## src/rtl/codec_seq_pkg.sv

```systemverilog
package codec_seq_pkg;

  localparam int ADDR_W   = 7;
  localparam int VAL_W    = 9;
  localparam int FRAME_W  = ADDR_W + VAL_W;
  localparam int INIT_LEN = 30;
  localparam int IDX_W    = $clog2(INIT_LEN);
  localparam int BIT_W    = $clog2(FRAME_W);

  // Strobes from the sequencer control to the serial datapath.
  typedef struct packed {
    logic load;        // latch a new frame and start its first low half
    logic srcInit;     // frame comes from the power-on table
    logic sclkRise;    // drive the serial clock high
    logic shiftNext;   // advance to the next bit (clock low, new data)
    logic csHigh;      // release the select line
    logic rstRelease;  // release the codec reset
    logic commit;      // frame finished: update shadow, flag completion
  } seqStrobe_t;

  // Power-on table: routing first, then power, format, clocking, levels.
  function automatic logic [FRAME_W-1:0] initEntry(input int idx);
    logic [ADDR_W-1:0] a;
    logic [VAL_W-1:0]  v;
    a = '0;
    v = '0;
    if (idx == 0)                    begin a = 7'h1b; v = 9'h044; end
    else if (idx == 1)               begin a = 7'h1c; v = 9'h00b; end
    else if (idx == 2)               begin a = 7'h1d; v = 9'h009; end
    else if (idx == 3)               begin a = 7'h18; v = 9'h000; end
    else if (idx == 4)               begin a = 7'h16; v = 9'h122; end
    else if (idx == 5)               begin a = 7'h17; v = 9'h022; end
    else if (idx >= 6 && idx <= 13)  begin a = ADDR_W'(idx - 6); v = 9'h000; end
    else if (idx == 14)              begin a = 7'h08; v = 9'h100; end
    else if (idx >= 15 && idx <= 22) begin a = ADDR_W'(idx - 6); v = 9'h0ff; end
    else if (idx == 23)              begin a = 7'h11; v = 9'h1ff; end
    else if (idx >= 24 && idx <= 27) begin a = ADDR_W'(idx - 6); v = (idx == 25) ? 9'h090 : 9'h000; end
    else if (idx == 28)              begin a = 7'h19; v = 9'h000; end
    else if (idx == 29)              begin a = 7'h1a; v = 9'h000; end
    return {a, v};
  endfunction

endpackage

```

## src/rtl/codec_seq_ctrl.sv

```systemverilog
module codec_seq_ctrl
  import codec_seq_pkg::*;
#(
  parameter int CLK_DIV      = 8,
  parameter int RST_LOW_CYC  = 16,
  parameter int RST_WAIT_CYC = 24
) (
  input  logic             clk,
  input  logic             rstN,
  input  logic             cmdValid,
  output seqStrobe_t       strb,
  output logic [IDX_W-1:0] loadIdx,
  output logic             cmdAccept,
  output logic             busy,
  output logic             initDone
);

  localparam int HALF    = CLK_DIV / 2;
  localparam int GAP_CYC = 2 * CLK_DIV;
  localparam int MAX_A   = (RST_LOW_CYC > RST_WAIT_CYC) ? RST_LOW_CYC : RST_WAIT_CYC;
  localparam int MAX_C   = (MAX_A > GAP_CYC) ? MAX_A : GAP_CYC;
  localparam int CNT_W   = $clog2(MAX_C + 1);

  typedef enum logic [2:0] {
    S_RST_LOW, S_CS_UP, S_RST_WAIT, S_BIT_LOW, S_BIT_HIGH, S_GAP, S_IDLE
  } seqState_e;

  seqState_e         state, stNxt;
  logic [CNT_W-1:0]  cnt;
  logic [BIT_W-1:0]  bitIdx;
  logic [IDX_W-1:0]  romIdx;
  logic              inInit;
  logic              initDoneQ;
  logic              lastInit;

  assign lastInit = (romIdx == IDX_W'(INIT_LEN - 1));

  always_comb begin
    strb      = '0;
    stNxt     = state;
    cmdAccept = 1'b0;
    loadIdx   = '0;
    unique case (state)
      S_RST_LOW: if (cnt == CNT_W'(RST_LOW_CYC - 1)) begin
        strb.csHigh = 1'b1;
        stNxt       = S_CS_UP;
      end
      S_CS_UP: if (cnt == CNT_W'(RST_LOW_CYC - 1)) begin
        strb.rstRelease = 1'b1;
        stNxt           = S_RST_WAIT;
      end
      S_RST_WAIT: if (cnt == CNT_W'(RST_WAIT_CYC - 1)) begin
        strb.load    = 1'b1;
        strb.srcInit = 1'b1;
        stNxt        = S_BIT_LOW;
      end
      S_BIT_LOW: if (cnt == CNT_W'(HALF - 1)) begin
        strb.sclkRise = 1'b1;
        stNxt         = S_BIT_HIGH;
      end
      S_BIT_HIGH: if (cnt == CNT_W'(HALF - 1)) begin
        if (bitIdx == BIT_W'(FRAME_W - 1)) begin
          strb.csHigh = 1'b1;
          stNxt       = S_GAP;
        end else begin
          strb.shiftNext = 1'b1;
          stNxt          = S_BIT_LOW;
        end
      end
      S_GAP: if (cnt == CNT_W'(GAP_CYC - 1)) begin
        strb.commit = 1'b1;
        if (inInit && !lastInit) begin
          strb.load    = 1'b1;
          strb.srcInit = 1'b1;
          loadIdx      = romIdx + 1'b1;
          stNxt        = S_BIT_LOW;
        end else begin
          stNxt = S_IDLE;
        end
      end
      S_IDLE: if (cmdValid) begin
        cmdAccept = 1'b1;
        strb.load = 1'b1;
        stNxt     = S_BIT_LOW;
      end
      default: stNxt = S_IDLE;
    endcase
  end

  always_ff @(posedge clk or negedge rstN) begin
    if (!rstN) begin
      state     <= S_RST_LOW;
      cnt       <= '0;
      bitIdx    <= '0;
      romIdx    <= '0;
      inInit    <= 1'b1;
      initDoneQ <= 1'b0;
    end else begin
      state <= stNxt;
      if (stNxt != state || state == S_IDLE) cnt <= '0;
      else                                   cnt <= cnt + 1'b1;
      if (strb.load)           bitIdx <= '0;
      else if (strb.shiftNext) bitIdx <= bitIdx + 1'b1;
      if (strb.load && strb.srcInit) romIdx <= loadIdx;
      if (state == S_GAP && stNxt == S_IDLE && inInit) begin
        inInit    <= 1'b0;
        initDoneQ <= 1'b1;
      end
    end
  end

  assign busy     = (state != S_IDLE);
  assign initDone = initDoneQ;

endmodule

```

## src/rtl/codec_seq_shift.sv

```systemverilog
module codec_seq_shift
  import codec_seq_pkg::*;
(
  input  logic              clk,
  input  logic              rstN,
  input  seqStrobe_t        strb,
  input  logic [IDX_W-1:0]  loadIdx,
  input  logic [ADDR_W-1:0] cmdAddr,
  input  logic [VAL_W-1:0]  cmdVal,
  input  logic              cmdNoCache,
  input  logic [ADDR_W-1:0] rdAddr,
  output logic [VAL_W-1:0]  rdData,
  output logic              codecCsN,
  output logic              codecSclk,
  output logic              codecSdat,
  output logic              codecRstN,
  output logic              done
);

  localparam int NUM_REGS = 1 << ADDR_W;

  logic [FRAME_W-1:0] frameNew;
  logic [FRAME_W-1:0] shreg;
  logic [ADDR_W-1:0]  curAddr;
  logic [VAL_W-1:0]   curVal;
  logic               curNoCache;
  logic               curHost;
  logic               wrEn;
  logic [VAL_W-1:0]   shadowQ [NUM_REGS];

  assign frameNew = strb.srcInit ? initEntry(int'(loadIdx)) : {cmdAddr, cmdVal};

  always_ff @(posedge clk or negedge rstN) begin
    if (!rstN) begin
      shreg      <= '0;
      curAddr    <= '0;
      curVal     <= '0;
      curNoCache <= 1'b0;
      curHost    <= 1'b0;
      codecCsN   <= 1'b0;
      codecSclk  <= 1'b1;
      codecSdat  <= 1'b0;
      codecRstN  <= 1'b0;
      done       <= 1'b0;
    end else begin
      done <= strb.commit & curHost;
      if (strb.rstRelease) codecRstN <= 1'b1;
      if (strb.csHigh)     codecCsN  <= 1'b1;
      if (strb.sclkRise)   codecSclk <= 1'b1;
      if (strb.shiftNext) begin
        shreg     <= {shreg[FRAME_W-2:0], 1'b0};
        codecSdat <= shreg[FRAME_W-2];
        codecSclk <= 1'b0;
      end
      if (strb.load) begin
        shreg      <= frameNew;
        codecSdat  <= frameNew[FRAME_W-1];
        codecSclk  <= 1'b0;
        codecCsN   <= 1'b0;
        curAddr    <= frameNew[FRAME_W-1:VAL_W];
        curVal     <= frameNew[VAL_W-1:0];
        curNoCache <= strb.srcInit ? 1'b0 : cmdNoCache;
        curHost    <= ~strb.srcInit;
      end
    end
  end

  assign wrEn = strb.commit & ~curNoCache;

  for (genvar g = 0; g < NUM_REGS; g++) begin : g_shadow
    always_ff @(posedge clk or negedge rstN) begin
      if (!rstN)                                 shadowQ[g] <= '0;
      else if (wrEn && curAddr == ADDR_W'(g))    shadowQ[g] <= curVal;
    end
  end

  assign rdData = shadowQ[rdAddr];

endmodule

```

## src/rtl/codec_ctl_seq.sv

```systemverilog
module codec_ctl_seq
  import codec_seq_pkg::*;
#(
  parameter int CLK_DIV      = 8,
  parameter int RST_LOW_CYC  = 16,
  parameter int RST_WAIT_CYC = 24
) (
  input  logic        clk,
  input  logic        rstN,
  input  logic        cmdValid,
  input  logic [6:0]  cmdAddr,
  input  logic [15:0] cmdData,
  input  logic        cmdNoCache,
  output logic        cmdAccept,
  output logic        busy,
  output logic        done,
  output logic        initDone,
  input  logic [6:0]  rdAddr,
  output logic [8:0]  rdData,
  output logic        codecCsN,
  output logic        codecSclk,
  output logic        codecSdat,
  output logic        codecRstN
);

  seqStrobe_t       strb;
  logic [IDX_W-1:0] loadIdx;

  codec_seq_ctrl #(
    .CLK_DIV     (CLK_DIV),
    .RST_LOW_CYC (RST_LOW_CYC),
    .RST_WAIT_CYC(RST_WAIT_CYC)
  ) u_ctrl (
    .clk      (clk),
    .rstN     (rstN),
    .cmdValid (cmdValid),
    .strb     (strb),
    .loadIdx  (loadIdx),
    .cmdAccept(cmdAccept),
    .busy     (busy),
    .initDone (initDone)
  );

  codec_seq_shift u_shift (
    .clk       (clk),
    .rstN      (rstN),
    .strb      (strb),
    .loadIdx   (loadIdx),
    .cmdAddr   (cmdAddr),
    .cmdVal    (cmdData[VAL_W-1:0]),
    .cmdNoCache(cmdNoCache),
    .rdAddr    (rdAddr),
    .rdData    (rdData),
    .codecCsN  (codecCsN),
    .codecSclk (codecSclk),
    .codecSdat (codecSdat),
    .codecRstN (codecRstN),
    .done      (done)
  );

endmodule

```

## config.mk

```make
export PLATFORM = sky130hd
export DESIGN_NAME = codec_ctl_seq
export DESIGN_NICKNAME = d
export VERILOG_FILES = /design/src/rtl/codec_seq_pkg.sv /design/src/rtl/codec_seq_ctrl.sv /design/src/rtl/codec_seq_shift.sv /design/src/rtl/codec_ctl_seq.sv
export SDC_FILE = /design/constraint.sdc
export NUM_CORES = 2
export LEC_CHECK = 0
export BUFFER_PORTS_ARGS = -buffer_cell sky130_fd_sc_hd__buf_2
export CAP_MARGIN = 20
export CORE_MARGIN = 4
export CORE_UTILIZATION = 55
export CTS_CLUSTER_DIAMETER = 60
export DETAILED_ROUTE_END_ITERATION = 7
export PLACE_DENSITY = 0.85
export SKIP_LAST_GASP = 1
export SYNTH_ARGS = -nofsm -noshare
export SYNTH_HDL_FRONTEND = slang
export SYNTH_HIERARCHICAL = 1
export SYNTH_SLANG_ARGS = --single-unit
```

## constraint.sdc

```tcl
create_clock -name clk -period 3.72 [get_ports clk]
set_input_delay 0.558 -clock clk [delete_from_list [all_inputs] [get_ports clk]]
set_output_delay 0.558 -clock clk [all_outputs]
set_load 0.01 [all_outputs]
```

==> flow_metrics.env <==
export IMPL_outcome="complete, but fails checks"
export IMPL_violations="setup timing"
export IMPL_track_usage_pct=27.34
export IMPL_fill_cells=6552
export IMPL_synth_edff_count=0
export IMPL_crit_fanout=2
export IMPL_slew_headroom_pct=20.31
export IMPL_grt_pass1_wl_um=222800
export IMPL_skew_ns=0.03814
export IMPL_numPortBuffers=43
export IMPL_first_pass_iters=7
export IMPL_dr_total_vias=34087
export IMPL_grt_overflow_total=0
export IMPL_wl_per_cell_um=28.31
export IMPL_crit_path_end="rdData[6]"
export IMPL_final_antenna_net_count=0
export IMPL_start_util_pct=55.30
export IMPL_vias_per_cell=6.606
export IMPL_root_buffer="clkbuf_16"
export IMPL_clk_latency_ns=0.71
export IMPL_rr_worst_depth=9
export IMPL_drv_slew=0
export IMPL_yosys_area_top_type="dfrtp_1"
export IMPL_r2r_slack_ns=0.10
export IMPL_area_growth_syn_to_layout_pct=14.60
export IMPL_hold_violations=0
export IMPL_yosys_top_cells_count="1,207 x dfrtp_1, 1,041 x mux2_2, 378 x mux4_2"
export IMPL_async_reset_ff_share_pct=100.0
export IMPL_die_height_um=325.1
export IMPL_grt_pass1_vias=35955
export IMPL_startpoint="u_shift/shadowQ[78]"
export IMPL_peakVddDrop_mv=0.3781
export IMPL_drc_errors=0
export IMPL_place_hpwl_um=90150
export IMPL_routed_wl_um=146100
export IMPL_die_area_um2=105700
export IMPL_r2r_start="u_ctrl/cnt[0]"
export IMPL_post_place_ws_ns=-0.1423
export IMPL_avgSynthCellArea_um2=15.31
export IMPL_htree_levels=3
export IMPL_critical_path_endpoint_type="primary output"
export IMPL_antenna_found_initial=9
export IMPL_cts_tree="built"
export IMPL_synth_cell_types=75
export IMPL_syn_area_um2=55300
export IMPL_hold_class="input pin to flip-flop"
export IMPL_path_clk_slew_ns=0.06
export IMPL_r2r_end="u_shift/shadowQ[90]"
export IMPL_drt_iter0_markers=3580
export IMPL_period_share_pct=102.1
export IMPL_num_nets_final=3799
export IMPL_critical_path_class="flip-flop to primary output"
export IMPL_post_synth_top_count_cell="dfrtp_1"
export IMPL_drive_above_1_share_pct=51.13
export IMPL_postSynthCellCount=3611
export IMPL_yosysWarnings=6
export IMPL_clockBufferDepth=3
export IMPL_required_ns=3.16
export IMPL_setup_tns_final_ns=-0.3529
export IMPL_ys_ff_latch=1209
export IMPL_tightest_slew_ns=1.195
export IMPL_drv_cap=0
export IMPL_fin_ws_ns=-0.07750
export IMPL_synth_ff_type="dfrtp_1"
export IMPL_synth_top_cells_by_area="dfrtp_1 55%, mux2_2 21%, mux4_2 15%"
export IMPL_max_freq_ghz=0.2633
export IMPL_synth_top_area_share_pct=54.62
export IMPL_fp_coreArea_um2=100000
export IMPL_gp_congestion=0.8890
export IMPL_syn_nets=3655
export IMPL_rsz0062_at_grt="true"
export IMPL_powerDensity_nw_per_um2=430.7
export IMPL_placementRows=116
export IMPL_grt_max_degree=118
export IMPL_critPathLaunchType="flip-flop"
export IMPL_crit_arrival_ns=3.24
export IMPL_setup_viol_count_final=8
export IMPL_fin_crit_ns=3.798
export IMPL_numCtsBuffers=118
export IMPL_synth_seq_area_share_pct=54.71
export IMPL_dieWidth_um=325.1
export IMPL_cts_sinks=1209
export IMPL_num_io_pins=51
export IMPL_p_leak_nw=30.36
==> per-layer routing <==
layer / wire (um) / share of wire (%) / GRT usage [%]
met3: 12570 / 8.6 / 6.118
met2: 70430 / 48 / 43.56
met5: 75 / 0.051 / 0
met4: 6412 / 4.4 / 11.22
met1: 56590 / 39 / 36.93
==> flip-flops by register name (all words and copies together), names as in the netlist, 3 cells and up <==
signal,count
u_shift/shreg,15
u_ctrl/state,3
u_ctrl/romIdx,5
u_shift/shadowQ,1152
u_ctrl/cnt,5
u_shift/curAddr,7
u_shift/curVal,9
u_ctrl/bitIdx,4
==> power by group <==
group	total (W)	switching, W	internal (W)
logic	0.000936	0.000564	0.000372
clock network	0.0132	0.00525	0.00794
registers	0.0132	0.00000804	0.0132
total	0.0273	0.00582	0.0215
==> area by class of cell <==
cell class | instances | area [um2] | share of cell area (%)
antenna | 3 | 7.507 | 0.01185
clock buffer | 159 | 3388 | 5.346
clock inverter | 65 | 970.9 | 1.532
inverter | 34 | 127.6 | 0.2014
multi-input combinational | 2099 | 23910 | 37.73
sequential | 1209 | 30290 | 47.80
tap | 1298 | 1624 | 2.563
timing repair buffer | 293 | 3057 | 4.823
==> kinds of logic after synthesis <==
group	after synthesis	share of synthesized area, %
mux	1428	36.75
buf+inv	303	2.220
xor+xnor	10	0.1584
compound gates	246	2.647
simple gates	405	3.283
fa+ha+maj	10	0.2262
flops	1209	54.71
==> cell usage in the layout (no fill, tap or decap), drive strengths merged, types with 3 or more instances in the layout <==
master    count
a211oi       12
a21o          7
a21oi        29
a31oi         6
a41oi         4
and3          6
buf         286
bufinv       22
clkbuf      163
clkinv       34
clkinvlp      6
dfrtp      1207
diode         3
ha           10
inv          37
mux2       1041
mux2i         9
mux4        378
nand2       213
nand2b        4
nand3        29
nand4        14
nor2         91
nor2b         7
nor3         15
nor4          6
o21a          4
o21ai       161
o221ai        3
or3           4
xnor2         3
xor2          7
==> worst min-delay path by stage <==
stage	start	to	slack (ns)	depth (start not counted)
floorplan	rstN	u_ctrl/bitIdx[0]	0.26	0
global placement	u_shift/codecRstN	u_shift/codecRstN	0.45	1
detailed placement	u_ctrl/initDone	u_ctrl/initDone	0.45	1
CTS	cmdNoCache	u_shift/curNoCache	0.06	2
global route	cmdNoCache	u_shift/curNoCache	0.1	2
finish	cmdNoCache	u_shift/curNoCache	0.1	2
==> metrics by stage <==
step                cell area [um2]  hold slack, ns  util (%)  std cells  total power (W)
global placement              58380          0.4491     58.38       4904          0.01429
detailed placement            58380          0.4540     58.38       4904          0.01431
CTS                           63110         0.06416     63.11       5142          0.02741
global route                  63370         0.09822     63.37       5157          0.02807
finish                        63370         0.09815     63.37       5160          0.02730
floorplan                     55300          0.2624         -       3611          0.01378
==> worst max-delay path, cell delays in order, from the launching register on <==
cell     delay (ns)
dfrtp_1        0.38
mux4_2         0.52
mux4_2         0.63
mux4_2         0.56
mux2_4         0.31
buf_6          0.13
==> what timing repair did <==
| item | CTS | global route |
|---|---|---|
| setup endpoints to repair | 176 | 246 |
| gates resized for setup | 30 | 16 |
| hold endpoints to repair | 97 | 0 |
| gates cloned | 5 | 4 |
| buffers inserted | 8 | 10 |
| hold buffers | 1 | 0 |
No activity file was read; power rests on OpenSTA's default activity.
